File: config.mk
export PLATFORM = sky130hd
export DESIGN_NAME = wdt_alarm_counter
export DESIGN_NICKNAME = d
export VERILOG_FILES = /design/src/rtl/wdt_pkg.sv /design/src/rtl/wdt_count_dp.sv /design/src/rtl/wdt_ctrl.sv /design/src/rtl/wdt_alarm_counter.sv
export SDC_FILE = /design/constraint.sdc
export NUM_CORES = 1
export LEC_CHECK = 0
export ABC_AREA = 1
export BUFFER_PORTS_ARGS = -buffer_cell sky130_fd_sc_hd__buf_4
export CORE_ASPECT_RATIO = 1.1
export CORE_MARGIN = 10
export CORE_UTILIZATION = 40
export DETAILED_ROUTE_END_ITERATION = 16
export GPL_ROUTABILITY_DRIVEN = 0
export SLEW_MARGIN = 20
export SYNTH_ARGS = -nofsm -noshare
export SYNTH_HDL_FRONTEND = slang
export SYNTH_SLANG_ARGS = --single-unit
File: constraint.sdc
create_clock -name clk -period 1.7 [get_ports clk]
set_clock_uncertainty 0.15 [all_clocks]
set_input_delay 0.255 -clock clk [delete_from_list [all_inputs] [get_ports clk]]
set_output_delay 0.255 -clock clk [all_outputs]
set_load 0.01 [all_outputs]
File: src/rtl/wdt_pkg.sv
package wdt_pkg;
  // Strobes from control to the counter datapath
  typedef struct packed {
    logic load;  // take loadValue
    logic dec;   // step down by one
  } cntStrobe_t;

  localparam int CTL_EN  = 0;
  localparam int CTL_WD  = 1;
  localparam int CTL_INT = 2;
  localparam int CTL_IE  = 3;
  localparam int CTL_W   = 4;
endpackage

File: src/rtl/wdt_count_dp.sv
module wdt_count_dp #(
  parameter int WIDTH = 24
) (
  input  logic                clk,
  input  logic                rstN,
  input  wdt_pkg::cntStrobe_t strobe,
  input  logic [WIDTH-1:0]    loadValue,
  output logic [WIDTH-1:0]    count,
  output logic                cntOne,
  output logic                cntZero
);
  always_ff @(posedge clk) begin
    if (!rstN)             count <= '0;
    else if (strobe.load)  count <= loadValue;
    else if (strobe.dec)   count <= count - 1'b1;
  end

  assign cntOne  = (count == WIDTH'(1));
  assign cntZero = (count == '0);
endmodule

File: src/rtl/wdt_ctrl.sv
module wdt_ctrl #(
  parameter int WIDTH       = 24,
  parameter int PULSE_TICKS = 1024,
  parameter int ADDR_W      = 3
) (
  input  logic                     clk,
  input  logic                     rstN,
  input  logic                     tick1Hz,
  input  logic                     tick4kHz,
  input  logic                     busWrEn,
  input  logic                     busRdEn,
  input  logic [ADDR_W-1:0]        busAddr,
  input  logic [7:0]               busWrData,
  output logic [7:0]               busRdData,
  input  logic                     wdStrobe,
  input  logic                     cntOne,
  input  logic                     cntZero,
  output wdt_pkg::cntStrobe_t      strobe,
  output logic [WIDTH-1:0]         loadValue,
  output logic [WIDTH-1:0]         seed,
  output logic [wdt_pkg::CTL_W-1:0] ctrlBits,
  output logic                     flag,
  output logic                     pulseActive,
  output logic                     irqLow
);
  import wdt_pkg::*;

  localparam int NBYTES = WIDTH / 8;
  localparam int PCW    = (PULSE_TICKS > 1) ? $clog2(PULSE_TICKS) : 1;
  localparam logic [ADDR_W-1:0] TOP_ADDR  = ADDR_W'(NBYTES - 1);
  localparam logic [ADDR_W-1:0] CTRL_ADDR = ADDR_W'(NBYTES);
  localparam logic [ADDR_W-1:0] STAT_ADDR = ADDR_W'(NBYTES + 1);
  localparam logic [PCW-1:0]    PULSE_LAST = PCW'(PULSE_TICKS - 1);

  logic [WIDTH-9:0] stage;
  logic [PCW-1:0]   pulseCnt;
  logic             armWait;
  logic             wdsPrev;

  logic ctrlEn, wdMode, intSel, irqEn;
  assign ctrlEn = ctrlBits[CTL_EN];
  assign wdMode = ctrlBits[CTL_WD];
  assign intSel = ctrlBits[CTL_INT];
  assign irqEn  = ctrlBits[CTL_IE];

  logic seedRange, commit, rdSeed, wrCtrl, wrStat, enRise, wdsRise;
  logic reloadReq, running, tickSel, terminal, pulseStart, pulseEnd, clrFlag;
  logic [WIDTH-1:0] newSeed;

  always_comb begin
    seedRange = (busAddr <= TOP_ADDR);
    commit    = busWrEn && (busAddr == TOP_ADDR);
    rdSeed    = busRdEn && seedRange;
    wrCtrl    = busWrEn && (busAddr == CTRL_ADDR);
    wrStat    = busWrEn && (busAddr == STAT_ADDR);
    enRise    = wrCtrl && busWrData[CTL_EN] && !ctrlEn;
    wdsRise   = wdStrobe && !wdsPrev;
    newSeed   = {busWrData, stage};
    reloadReq = commit || enRise || (wdMode && (rdSeed || wdsRise));
    running   = ctrlEn && (seed != '0) && !armWait && !pulseActive && !cntZero;
    tickSel   = wdMode ? tick4kHz : tick1Hz;
    terminal  = running && tickSel && !reloadReq && cntOne;
    pulseStart = terminal && wdMode && intSel && irqEn;
    pulseEnd  = pulseActive && tick4kHz && (pulseCnt == PULSE_LAST);
    clrFlag   = wrStat && !busWrData[0] && !pulseActive;
  end

  // strobes and load source towards the datapath
  always_comb begin
    strobe.load = reloadReq || (terminal && !wdMode);
    strobe.dec  = running && tickSel && !reloadReq;
    loadValue   = commit ? newSeed : seed;
  end

  // seed staging and commit
  always_ff @(posedge clk) begin
    if (!rstN) begin
      stage <= '0;
      seed  <= '0;
    end else if (busWrEn) begin
      for (int i = 0; i < NBYTES - 1; i++)
        if (busAddr == ADDR_W'(i)) stage[i*8 +: 8] <= busWrData;
      if (commit) seed <= newSeed;
    end
  end

  // control byte, arm gate, strobe edge detector
  always_ff @(posedge clk) begin
    if (!rstN) begin
      ctrlBits <= '0;
      armWait  <= 1'b0;
      wdsPrev  <= 1'b0;
    end else begin
      wdsPrev <= wdStrobe;
      if (wrCtrl) ctrlBits <= busWrData[CTL_W-1:0];
      if (commit && (seed == '0) && (newSeed != '0)) armWait <= 1'b1;
      else if (enRise)                                armWait <= 1'b0;
    end
  end

  // flag and watchdog pulse timer
  always_ff @(posedge clk) begin
    if (!rstN) begin
      flag        <= 1'b0;
      pulseActive <= 1'b0;
      pulseCnt    <= '0;
    end else begin
      if (terminal)                 flag <= 1'b1;
      else if (pulseEnd || clrFlag) flag <= 1'b0;

      if (pulseStart) begin
        pulseActive <= 1'b1;
        pulseCnt    <= '0;
      end else if (pulseActive && tick4kHz) begin
        if (pulseEnd) pulseActive <= 1'b0;
        else          pulseCnt    <= pulseCnt + 1'b1;
      end
    end
  end

  always_comb begin
    busRdData = 8'h00;
    for (int i = 0; i < NBYTES; i++)
      if (busAddr == ADDR_W'(i)) busRdData = seed[i*8 +: 8];
    if (busAddr == CTRL_ADDR) busRdData = 8'(ctrlBits);
    if (busAddr == STAT_ADDR) busRdData = {7'b0, flag};
  end

  assign irqLow = pulseActive || (!wdMode && flag && intSel && irqEn);
endmodule

File: src/rtl/wdt_alarm_counter.sv
module wdt_alarm_counter #(
  parameter int WIDTH       = 24,
  parameter int PULSE_TICKS = 1024,
  parameter int ADDR_W      = 3
) (
  input  logic              clk,
  input  logic              rstN,
  input  logic              tick1Hz,
  input  logic              tick4kHz,
  input  logic              busWrEn,
  input  logic              busRdEn,
  input  logic [ADDR_W-1:0] busAddr,
  input  logic [7:0]        busWrData,
  output logic [7:0]        busRdData,
  input  logic              wdStrobe,
  output logic              irqLow
);
  wdt_pkg::cntStrobe_t             strobe;
  logic [WIDTH-1:0]                loadValue;
  logic [WIDTH-1:0]                seed;
  logic [WIDTH-1:0]                count;
  logic [wdt_pkg::CTL_W-1:0]       ctrlBits;
  logic                            flag;
  logic                            pulseActive;
  logic                            cntOne;
  logic                            cntZero;

  wdt_ctrl #(.WIDTH(WIDTH), .PULSE_TICKS(PULSE_TICKS), .ADDR_W(ADDR_W)) ctrl_i (
    .clk(clk), .rstN(rstN), .tick1Hz(tick1Hz), .tick4kHz(tick4kHz),
    .busWrEn(busWrEn), .busRdEn(busRdEn), .busAddr(busAddr),
    .busWrData(busWrData), .busRdData(busRdData), .wdStrobe(wdStrobe),
    .cntOne(cntOne), .cntZero(cntZero), .strobe(strobe),
    .loadValue(loadValue), .seed(seed), .ctrlBits(ctrlBits),
    .flag(flag), .pulseActive(pulseActive), .irqLow(irqLow)
  );

  wdt_count_dp #(.WIDTH(WIDTH)) dp_i (
    .clk(clk), .rstN(rstN), .strobe(strobe), .loadValue(loadValue),
    .count(count), .cntOne(cntOne), .cntZero(cntZero)
  );
endmodule

==> key figures <==
Global routing
  – Largest net degree at the start of global routing: 22
  – First-pass GRT wire length: 24,400 um
  – Initial antenna violation count: 0
  – Vias in the first global route: 4,942
  – GR Util All Layers: 0.185
  – Grt ovf: 0

Yosys
  – Post-Syn Area: 0.00473 mm2
  – Register area share after synthesis: 0.347
  – Avg Cell Area, Syn: 6.94 um2
  – Syn Inst Count: 682
  – Unique masters post-synth: 43
  – Register bit total from synthesis: 82
  – Synth Warn #: 0
  – Mapped Nets: 704

STA
  – Fmax: 541 MHz
  – Fin. max-slew vios: 0
  – Fin. Hold Viols: 0
  – # setup viols final: 38
  – Minimum clock period: 1.85 ns
  – RSZ-0062 raised after global routing: true
  – Worst setup margin: -0.149 ns
  – Worst-margin pin slew: 0.442 ns
  – Slew margin rel.: 0.702
  – Tcrit/Tclk final: 1.09

Setup path
  – Worst R2R Setup Slack: -0.15 ns
  – CP arrival: 2.00 ns
  – CP delay by family, top: simple AND/OR/NAND/NOR gates
  – CP max-delay cell: dfxtp_1
  – Critical path buffer and inverter count: 3
  – Setup crit start kind: flip-flop
  – Most frequent CP cell: nor2_4
  – Worst R2R Path Depth: 12
  – WS Path Type: reg -> reg
  – Reg2reg start: dp_i.count[7]
  – Required @ worst endpoint: 1.85 ns
  – Worst path max stage delay: 0.34 ns
  – CP max FO: 8
  – Worst r2r dst: dp_i.count[22]
  – Critical-path cell list: nor2_4 -> inv_2 -> nor3_4 -> nand2_2 -> nor2_4 -> nand3_4 -> nand2_8 -> buf_12 -> nand2_4 -> nand3_2 -> nand2_1 -> inv_1
  – Crit end category: flip-flop

Cells and area
  – Post-route cell area: 0.00702 mm2
  – Number of inserted diodes: 0
  – Most frequent cells in the layout: buf_4 (151), nand2_1 (125), inv_1 (74), nor2_1 (74), dfxtp_1 (64)
  – Fraction of layout instances using a drive strength above 1: 0.430
  – Syn-to-layout area delta: 48.4%
  – Final nets: 869
  – Final std cells w/o fill: 1,002
  – Commonest non-fill, non-tap cell in the layout: buf_4
  – Finished Core Util: 0.608

Die
  – Initial Util: 0.410
  – Core area: 0.0115 mm2
  – Die width: 124 um
  – Die Area: 0.0166 mm2
  – Top-Level Pins: 27
  – Row Count: 41
  – Die Y: 134 um

Clocking
  – TritonCTS clock tree: yes
  – Root buffer cell: clkbuf_16
  – Clock Pin Slew Worst Setup and Hold Paths: 0.06 ns
  – Clock latency on the worst-skew pair: 0.35 ns
  – Sink Count: 82
  – H-tree depth: 3
  – Num CTS Buffers: 9
  – Max clock buf depth: 2

Run status
  – Failing checks: setup timing
  – Status: complete, but fails checks

Worst hold path
  – Worst Min Path Start: busWrData[7]
  – WHS Path Cells: 3
  – Min-delay worst type: in -> reg
  – Hold Path Sink: ctrl_i.stage[7]

Detailed routing
  – Via Count: 5,120
  – Vias per inst: 5.11
  – DRT Pass-1 Iters: 5
  – Final wirelength: 15,300 um
  – 1st-iter DRT viols: 244
  – # DRC: 0
  – Antenna viol nets, final: 0
  – DR WL/cell: 15.3 um

Placement
  – Cell Area, Placed: 0.00608 mm2
  – DPL Wire Length: 11,300 um
  – Pre-CTS WS: -0.258 ns
  – Dpl cells: 970
  – Port-buffer cells: 26

Job
  – Max-Cap Viols: 0

Power
  – Power Density: 764 mW/mm2
  – Leakage: 3.32 nW
  – Max VDD drop: 0.663 mV
  – Power, Total: 5.36 mW
cell usage after synthesis:
cell type,n,area share
nand3_1,43,0.045
a2111oi_0,3,0.0056
nand2_4,2,0.0048
buf_6,1,0.0024
nand2_2,18,0.024
buf_12,2,0.0085
o21ai_0,33,0.035
xnor2_1,4,0.0074
nand2_8,1,0.0042
o211ai_1,3,0.0048
nor2_4,4,0.0095
a211oi_1,3,0.0048
a31o_2,1,0.0019
nor2_8,2,0.0085
o21ai_1,2,0.0021
nor3_1,10,0.011
inv_4,1,0.0013
clkbuf_1,8,0.0063
ha_1,4,0.011
nand3b_1,3,0.0048
dfxtp_1,82,0.35
a21oi_4,1,0.0034
nor3_2,1,0.0021
o22ai_1,1,0.0013
inv_2,4,0.0032
buf_4,3,0.0048
nand3_4,3,0.011
nand3_2,13,0.027
nor4_1,7,0.0093
o221ai_1,4,0.0074
a21oi_2,9,0.017
nor2_2,9,0.012
or2_2,4,0.0053
a21oi_1,38,0.040
xor2_1,5,0.0093
o211ai_2,1,0.0026
a22oi_1,4,0.0063
buf_2,6,0.0063
nor2_1,96,0.076
nand2_1,141,0.11
inv_1,84,0.067
mux2i_1,5,0.011
nand4_1,13,0.017
power breakdown:
group          total (mW)  switching [mW]  internal [mW]
sequential           2.03          0.0469           1.99
combinational        1.31           0.732          0.582
clock                2.02           0.808           1.21
final cells by class:
type / count / area, um2
Inverter: 89 / 354
Clock inverter: 5 / 52.6
Tap cell: 150 / 188
Fill cell: 1001 / 4520
Multi-Input combinational cell: 493 / 3100
Timing Repair Buffer: 172 / 1400
Clock buffer: 11 / 253
Sequential cell: 82 / 1670
tightest hold or removal path, cell delays in order:
cell and delay, ns:
buf_4 0.12, nand3_1 0.07, a21oi_1 0.06
registers in the layout, summed over array words and instances (netlist names):
register / cells
ctrl_i.stage: 16
ctrl_i.wdsPrev: 1
ctrl_i.armWait: 1
ctrl_i.seed: 24
ctrl_i.ctrlBits: 4
ctrl_i.pulseActive: 1
ctrl_i.pulseCnt: 10
ctrl_i.flag: 1
dp_i.count: 24
kinds of logic after synthesis:
kind of cell,Yosys count,synth area share
compound gates,103,0.132
xor+xnor,9,0.0167
fa+ha+maj,4,0.0106
buf+inv,109,0.0994
flops,82,0.347
mux,5,0.0106
simple gates,370,0.384
per-stage QoR:
stage | setup TNS [ns] | hold slack [ns]
2_1_floorplan | -0.987 | 0.198
3_3_place_gp | -5.93 | 0.292
3_5_place_dp | -6.57 | 0.304
4_1_cts | -3.79 | 0.0440
5_1_grt | -6.92 | 0.0645
6_report | -3.30 | 0.0479
per-layer routing:
layer,share of wire,GRT usage
met5,0,0
met4,0.021,0.0842
met3,0.048,0.0256
met2,0.51,0.313
met1,0.42,0.224
worst max path at each step:
stage,startpoint,to,depth (start not counted)
2_1_floorplan,dp_i.count[0],dp_i.count[7],13
3_3_place_gp,ctrl_i.armWait,dp_i.count[17],12
3_5_place_dp,dp_i.count[0],ctrl_i.pulseCnt[8],11
4_1_cts,ctrl_i.seed[3],busRdData[3],4
5_1_grt,dp_i.count[7],dp_i.count[14],11
6_report,dp_i.count[7],dp_i.count[22],12
timing repair:
item	in CTS	in global routing
hold buffers	1	0
hold endpoints to repair	1	0
endpoints found under the setup margin	39	42
pin swaps	16	27
gates resized for setup	80	66
setup buffers	11	3
cloned	2	0
Power figures use the tool's default switching activity.
